`config.mk`:
```
export PLATFORM = sky130hd
export DESIGN_NAME = gpr_file_top
export DESIGN_NICKNAME = d
export VERILOG_FILES = /design/src/rtl/gpr_file_pkg.sv /design/src/rtl/gpr_file_ctrl.sv /design/src/rtl/gpr_file_dp.sv /design/src/rtl/gpr_file_top.sv
export SDC_FILE = /design/constraint.sdc
export NUM_CORES = 1
export LEC_CHECK = 0
export ABC_AREA = 1
export BUFFER_PORTS_ARGS = -buffer_cell sky130_fd_sc_hd__buf_4
export CAP_MARGIN = 10
export CORE_MARGIN = 2
export CORE_UTILIZATION = 30
export CTS_BUF_LIST = sky130_fd_sc_hd__clkbuf_2 sky130_fd_sc_hd__clkbuf_4 sky130_fd_sc_hd__clkbuf_8
export DETAILED_ROUTE_END_ITERATION = 16
export PLACE_DENSITY_LB_ADDON = 0.3
export SKIP_LAST_GASP = 1
export SYNTH_ARGS = -nofsm -noshare
export SYNTH_HDL_FRONTEND = slang
export SYNTH_SLANG_ARGS = --single-unit
```
`constraint.sdc`:
```
create_clock -name clk -period 3.3 [get_ports clk]
set_clock_uncertainty 0.15 [all_clocks]
set_input_delay 0.66 -clock clk [delete_from_list [all_inputs] [get_ports clk]]
set_output_delay 0.66 -clock clk [all_outputs]
set_load 0.02 [all_outputs]
```
`src/rtl/gpr_file_pkg.sv`:
```
package gpr_file_pkg;
  parameter int WORD_W    = 16;
  parameter int BYTE_W    = WORD_W / 2;
  parameter int GPR_COUNT = 8;
  parameter int SEG_COUNT = 4;
  parameter int GIDX_W    = $clog2(GPR_COUNT);
  parameter int SIDX_W    = $clog2(SEG_COUNT);
  parameter int SPLIT_CNT = GPR_COUNT / 2;
  parameter int CS_IDX    = 1;

  typedef struct packed {
    logic [GPR_COUNT-1:0] loEn;
    logic [GPR_COUNT-1:0] hiEn;
    logic                 hiFromLow;
    logic [SEG_COUNT-1:0] segEn;
  } rfStrobe_t;
endpackage

```
`src/rtl/gpr_file_ctrl.sv`:
```
module gpr_file_ctrl
  import gpr_file_pkg::*;
(
  input  logic              wrEn,
  input  logic [GIDX_W-1:0] wrIdx,
  input  logic              wrByte,
  input  logic              segWrEn,
  input  logic [SIDX_W-1:0] segWrIdx,
  input  logic              farLoadEn,
  output rfStrobe_t         strobes
);
  localparam int HALF_W = GIDX_W - 1;

  logic [GIDX_W-1:0] byteTarget;
  logic              byteHigh;

  always_comb begin
    byteTarget = {1'b0, wrIdx[HALF_W-1:0]};
    byteHigh   = wrIdx[GIDX_W-1];
  end

  always_comb begin
    strobes.hiFromLow = wrByte;
    for (int i = 0; i < GPR_COUNT; i++) begin
      if (wrByte) begin
        strobes.loEn[i] = wrEn && !byteHigh && (byteTarget == GIDX_W'(i));
        strobes.hiEn[i] = wrEn &&  byteHigh && (byteTarget == GIDX_W'(i));
      end else begin
        strobes.loEn[i] = wrEn && (wrIdx == GIDX_W'(i));
        strobes.hiEn[i] = wrEn && (wrIdx == GIDX_W'(i));
      end
    end
    for (int j = 0; j < SEG_COUNT; j++) begin
      if (j == CS_IDX) strobes.segEn[j] = farLoadEn;
      else             strobes.segEn[j] = segWrEn && (segWrIdx == SIDX_W'(j));
    end
  end
endmodule

```
`src/rtl/gpr_file_dp.sv`:
```
module gpr_file_dp
  import gpr_file_pkg::*;
(
  input  logic              clk,
  input  logic              rstN,
  input  rfStrobe_t         strobes,
  input  logic [WORD_W-1:0] wrData,
  input  logic [WORD_W-1:0] segWrData,
  input  logic [WORD_W-1:0] farCsData,
  input  logic [GIDX_W-1:0] rdIdxA,
  input  logic              rdByteA,
  input  logic [GIDX_W-1:0] rdIdxB,
  input  logic              rdByteB,
  input  logic [SIDX_W-1:0] segRdIdx,
  output logic [WORD_W-1:0] rdDataA,
  output logic [WORD_W-1:0] rdDataB,
  output logic [WORD_W-1:0] segRdData,
  output logic [WORD_W-1:0] csValue
);
  localparam int HALF_W = GIDX_W - 1;

  logic [WORD_W-1:0] gprQ [GPR_COUNT];
  logic [WORD_W-1:0] segQ [SEG_COUNT];
  logic [BYTE_W-1:0] hiSrc;

  assign hiSrc = strobes.hiFromLow ? wrData[BYTE_W-1:0] : wrData[WORD_W-1:BYTE_W];

  for (genvar g = 0; g < GPR_COUNT; g++) begin : g_gpr
    always_ff @(posedge clk) begin
      if (!rstN) begin
        gprQ[g] <= '0;
      end else begin
        if (strobes.loEn[g]) gprQ[g][BYTE_W-1:0]      <= wrData[BYTE_W-1:0];
        if (strobes.hiEn[g]) gprQ[g][WORD_W-1:BYTE_W] <= hiSrc;
      end
    end
  end

  for (genvar s = 0; s < SEG_COUNT; s++) begin : g_seg
    if (s == CS_IDX) begin : g_cs
      always_ff @(posedge clk) begin
        if (!rstN)                segQ[s] <= '0;
        else if (strobes.segEn[s]) segQ[s] <= farCsData;
      end
    end else begin : g_plain
      always_ff @(posedge clk) begin
        if (!rstN)                segQ[s] <= '0;
        else if (strobes.segEn[s]) segQ[s] <= segWrData;
      end
    end
  end

  function automatic logic [WORD_W-1:0] pickReg(input logic [GIDX_W-1:0] idx,
                                                 input logic byteMode);
    logic [WORD_W-1:0] src;
    if (byteMode) begin
      src = gprQ[{1'b0, idx[HALF_W-1:0]}];
      if (idx[GIDX_W-1]) return {{BYTE_W{1'b0}}, src[WORD_W-1:BYTE_W]};
      else               return {{BYTE_W{1'b0}}, src[BYTE_W-1:0]};
    end
    return gprQ[idx];
  endfunction

  always_comb begin
    rdDataA   = pickReg(rdIdxA, rdByteA);
    rdDataB   = pickReg(rdIdxB, rdByteB);
    segRdData = segQ[segRdIdx];
    csValue   = segQ[CS_IDX];
  end
endmodule

```
`src/rtl/gpr_file_top.sv`:
```
module gpr_file_top
  import gpr_file_pkg::*;
(
  input  logic              clk,
  input  logic              rstN,
  input  logic [GIDX_W-1:0] rdIdxA,
  input  logic              rdByteA,
  output logic [WORD_W-1:0] rdDataA,
  input  logic [GIDX_W-1:0] rdIdxB,
  input  logic              rdByteB,
  output logic [WORD_W-1:0] rdDataB,
  input  logic              wrEn,
  input  logic [GIDX_W-1:0] wrIdx,
  input  logic              wrByte,
  input  logic [WORD_W-1:0] wrData,
  input  logic [SIDX_W-1:0] segRdIdx,
  output logic [WORD_W-1:0] segRdData,
  input  logic              segWrEn,
  input  logic [SIDX_W-1:0] segWrIdx,
  input  logic [WORD_W-1:0] segWrData,
  input  logic              farLoadEn,
  input  logic [WORD_W-1:0] farCsData
);
  rfStrobe_t         strobes;
  logic [WORD_W-1:0] csValue;

  gpr_file_ctrl u_ctrl (
    .wrEn(wrEn), .wrIdx(wrIdx), .wrByte(wrByte),
    .segWrEn(segWrEn), .segWrIdx(segWrIdx), .farLoadEn(farLoadEn),
    .strobes(strobes)
  );

  gpr_file_dp u_dp (
    .clk(clk), .rstN(rstN), .strobes(strobes),
    .wrData(wrData), .segWrData(segWrData), .farCsData(farCsData),
    .rdIdxA(rdIdxA), .rdByteA(rdByteA), .rdIdxB(rdIdxB), .rdByteB(rdByteB),
    .segRdIdx(segRdIdx),
    .rdDataA(rdDataA), .rdDataB(rdDataB), .segRdData(segRdData),
    .csValue(csValue)
  );
endmodule

```
Yosys cells after proc, flatten, opt, wreduce, memory -nomap -nowiden
Memories as Yosys holds them, arrays and structs flattened.
Index checks and enable logic that the tools add are counted.
{"block": "classes", "eq_ne": 12, "n_mux": 90, "n_bitwise": 20, "n_reduce_logical": 25}
{"operator": "8-bit 2-to-1 mux", "n": 19}
{"operator": "16-bit 2-to-1 mux", "n": 8}
{"operator": "1-bit 2-to-1 mux", "n": 63}
{"operator": "1-bit logical AND", "n": 21}
{"operator": "1-bit bitwise OR", "n": 20}
{"operator": "3-bit == test, second input constant", "n": 4}
{"operator": "2-bit == test, second input constant", "n": 4}
{"operator": "3-bit by 2-bit == test with 1-bit output, second input constant", "n": 2}
{"operator": "3-bit logical NOT", "n": 2}
{"operator": "3-bit by 1-bit == test with 1-bit output, second input constant", "n": 1}
{"operator": "2-bit by 1-bit == test with 1-bit output, second input constant", "n": 1}
{"operator": "2-bit logical NOT", "n": 1}
{"operator": "1-bit logical NOT", "n": 1}
{"block": "totals", "regBits": 0, "ram_bits": 192, "in_bits": 69, "out_inout_bits": 48, "wordCells": 149, "n_memories": 2}
{"name": "u_dp.gprQ", "depth": 8, "word_bits": 16, "rd": 4, "rd_clocked_by_memory_dff": 0, "wr": 8, "line": "gpr_file_dp.sv:22", "source": "logic [WORD_W-1:0] gprQ [GPR_COUNT];"}
{"name": "u_dp.segQ", "depth": 4, "word_bits": 16, "rd": 1, "rd_clocked_by_memory_dff": 0, "wr": 4, "line": "gpr_file_dp.sv:23", "source": "logic [WORD_W-1:0] segQ [SEG_COUNT];"}

Longest topological paths before layout
{"block": "logic_depth", "word_depth": 8, "depth_mapped": 9}

Modules after synthesis
Synthesis repeated with hierarchy kept, for this count alone.
{"block": "unflattened", "cells_unflattened": 1289, "area_unflattened_um2": 10446.3}
{"module": "gpr_file_dp", "instances": 1, "cells_each": 1240, "area_per_inst_um2": 10209.8, "seq_area_each_um2": 5765.5}
{"module": "gpr_file_ctrl", "instances": 1, "cells_each": 49, "area_per_inst_um2": 236.5, "seq_area_each_um2": 0.0}

Worst setup path before layout
OpenSTA, ideal clock, no wires.
{"block": "synth_timing", "kind": "input port to output port", "start": "input rdIdxA[2]", "end": "output rdDataA[13]", "t_arrival_ns": 1.581, "path_slack_ns": 0.909, "path_stages": 5, "cell_sequence": "buf_2 > inv_1 > clkbuf_1 > nor2_1 > nor2_1"}
{"block": "synth_via", "elab_chain_len": 2}
{"item": "from (decl)", "line": "gpr_file_top.sv:6", "source": "input logic [GIDX_W-1:0] rdIdxA,"}
{"item": "memory read 8 x 16 bit"}
{"item": "16-bit 2-to-1 mux", "line": "gpr_file_dp.sv:61", "source": "return gprQ[idx];"}
{"item": "to (decl)", "line": "gpr_file_top.sv:8", "source": "output logic [WORD_W-1:0] rdDataA,"}
Every way passes these cells.

Worst setup path in the final report
{"block": "layout_timing", "start": "input rdIdxB[0]", "end": "output rdDataB[10]"}
{"block": "layout_via", "elab_chain_len": 2}
{"item": "from (decl)", "line": "gpr_file_top.sv:9", "source": "input logic [GIDX_W-1:0] rdIdxB,"}
{"item": "memory read 8 x 16 bit"}
{"item": "16-bit 2-to-1 mux", "line": "gpr_file_dp.sv:61"}
{"item": "to (decl)", "line": "gpr_file_top.sv:11", "source": "output logic [WORD_W-1:0] rdDataB,"}
Every way passes these cells.

==> flow_summary.ini <==
[final_layout]
syn_to_final_growth_pct = 15.7
final_area_sq_mm = 0.0121
nets = 1404
drive_gt1_share_pct = 14.7
stdcell_count = 1808
n_fill_cell = 3599
fin_util_pct = 35.1
final_common_cell = nand2_1
mostFrequentLayoutCells = nand2_1, nor2_1, edfxtp_1

[outcome]
status = completed

[die]
rows = 68
die_x_um = 191
start_util_pct = 30.3
dieArea_sq_mm = 0.0363
core_region_area_sq_mm = 0.0345
die_h_um = 191
pin_count = 117

[worst_setup_path]
arrival_ns = 1.99
worst_setup_path_end_kind = output pin
cp_max_fo = 96
cp.required_ns = 2.49
start_kind = primary input
critical_path_class = in -> out

[logic_synthesis]
syn-mean-instance-area_sq_um = 8.34
synth_top_cell_area_share_pct = 55.2
yosysUniqueCellTypes = 24
netlist_area_sq_mm = 0.0104
synth_seq_cells = 192
ys_seq_area_share_pct = 55.2
synth_top_area_cell = edfxtp_1
syn_inst = 1252
syn_nets = 1321
synth.yosys.warnings = 0
synth_area_leaders = edfxtp_1, nand2_1, nor2_1

[run]
max_cap_viol_count = 0

[drt]
routed_via_density = 4.95
drt-total-wl_um = 32600
antenna_left = 0
num_vias = 8950
drc = 0
drt_iter0_drc = 842
firstDrtPassIters = 6
wl_per_cell_um = 18.0

[sta]
min_period_ns = 2.80
max_freq_ghz = 0.357
hold_viol = 0
maxSlewViolCount = 0
fin_ws_ns = 0.499
tns_ns = 0
rsz0062_at_grt = no
min_period_over_period_pct = 84.9
setup_viol = 0
worstMarginPinSlew_ns = 0.968
slew-limit-headroom_pct = 35.3

[worst_hold_path]
hold_path.class = in -> reg

[global_routing]
grt_pass1_vias = 8508
grt_use_total_pct = 18.1
grt_max_degree = 97
grt_overflow = 0
grt_antenna_before_repair = 7
grt_pass1_wl_um = 49800

[clock_network]
cts.path.max_buffers = 2
htreeDepth = 4
cts_resized = 0
clock_sinks = 192
tritoncts = built
cts_setup_buffers = 0
cts_hold_buf = 0
clock-root-buffer = clkbuf_8
cts_buffers = 17
path_clk_slew_ns = 0.11

[power]
power.leakage_nw = 5.20
powerDensity_mw_per_mm2 = 454
vdd_ir_drop_max_uv = 195

[placement]
place_ws_ns = 0.548
place_congestion = 0.892
dpl.hpwl_um = 22700
placed_cells_incl_taps = 1771
dpl-instance-area_sq_mm = 0.0117
io_buffer_count = 116
kinds of logic (layout without fill, tap and decap cells):
| logic type | count (synthesis) | after routing | share of synthesized area [%] |
|---|---|---|---|
| flops | 192 | 192 | 55.2 |
| compound gates | 155 | 155 | 8.80 |
| simple gates | 711 | 711 | 27.6 |
| other cells | 0 | 5 | 0 |
| buf+inv | 194 | 290 | 8.46 |
per-layer routing:
metal  wire length [um]  global-route usage [%]  share of wire [%]
met5                 26                       0              0.080
met4                480                    4.56                1.5
met3               2390                    3.37                7.3
met2              15200                    29.8                 47
met1              14500                    24.6                 44
final cells by class:
type / instances / area (sq um) / share of cell area (%)
Clock inverter: 15 / 183 / 1.51
Tap cell: 455 / 569 / 4.71
Sequential cell: 192 / 5770 / 47.7
Timing Repair Buffer: 137 / 1070 / 8.82
Antenna cell: 5 / 12.5 / 0.104
Clock buffer: 17 / 234 / 1.94
Multi-Input combinational cell: 866 / 3800 / 31.4
Inverter: 121 / 454 / 3.76
report_power, final:
group | internal (mW) | switching [mW] | total (mW)
Sequential | 2.85 | 0.0662 | 2.92
Clock | 0.586 | 1.02 | 1.61
Combinational | 0.310 | 0.647 | 0.957
stage by stage:
step	power (mW)	hold WS, ns
2_1_floorplan	3.52	0.718
3_3_place_gp	3.92	0.809
3_5_place_dp	3.93	0.811
4_1_cts	5.50	0.300
5_1_grt	5.69	0.318
6_report	5.48	0.332
critical path, cell delays in order:
cell	delay [ns]
buf_4	0.11
buf_12	0.32
nand2_1	0.09
nand3_1	0.09
nand2_1	0.09
nand2_1	0.09
nand2_1	0.05
nor2_1	0.24
buf_4	0.19
Yosys cell counts:
| library cell | count |
|---|---|
| clkinv_1 | 8 |
| buf_2 | 33 |
| o21ai_1 | 3 |
| nand3_1 | 108 |
| inv_2 | 5 |
| nor2_2 | 5 |
| nand2_2 | 5 |
| nand4_1 | 7 |
| buf_4 | 14 |
| buf_1 | 2 |
| edfxtp_1 | 192 |
| nand3_2 | 4 |
| clkbuf_2 | 1 |
| inv_1 | 108 |
| o21ai_2 | 9 |
| o21ai_0 | 59 |
| nand2_1 | 321 |
| buf_6 | 8 |
| o211ai_1 | 36 |
| clkbuf_1 | 15 |
| a21oi_1 | 32 |
| nor2_4 | 1 |
| o22ai_1 | 16 |
| nor2_1 | 260 |
registers in the layout (all words and copies together) (netlist names):
| name | flops |
|---|---|
| u_dp.gprQ | 128 |
| u_dp.segQ | 64 |
final timing paths:
| path | start | depth (start not counted) | slack (ns) | to |
|---|---|---|---|---|
| setup / recovery | rdIdxB[0] | 9 | 0.50 | rdDataB[10] |
| hold / removal | farCsData[2] | 3 | 0.33 | u_dp.segQ[1][2]$_SDFFCE_PN0P_ |
No activity file was read; power rests on OpenSTA's default activity.
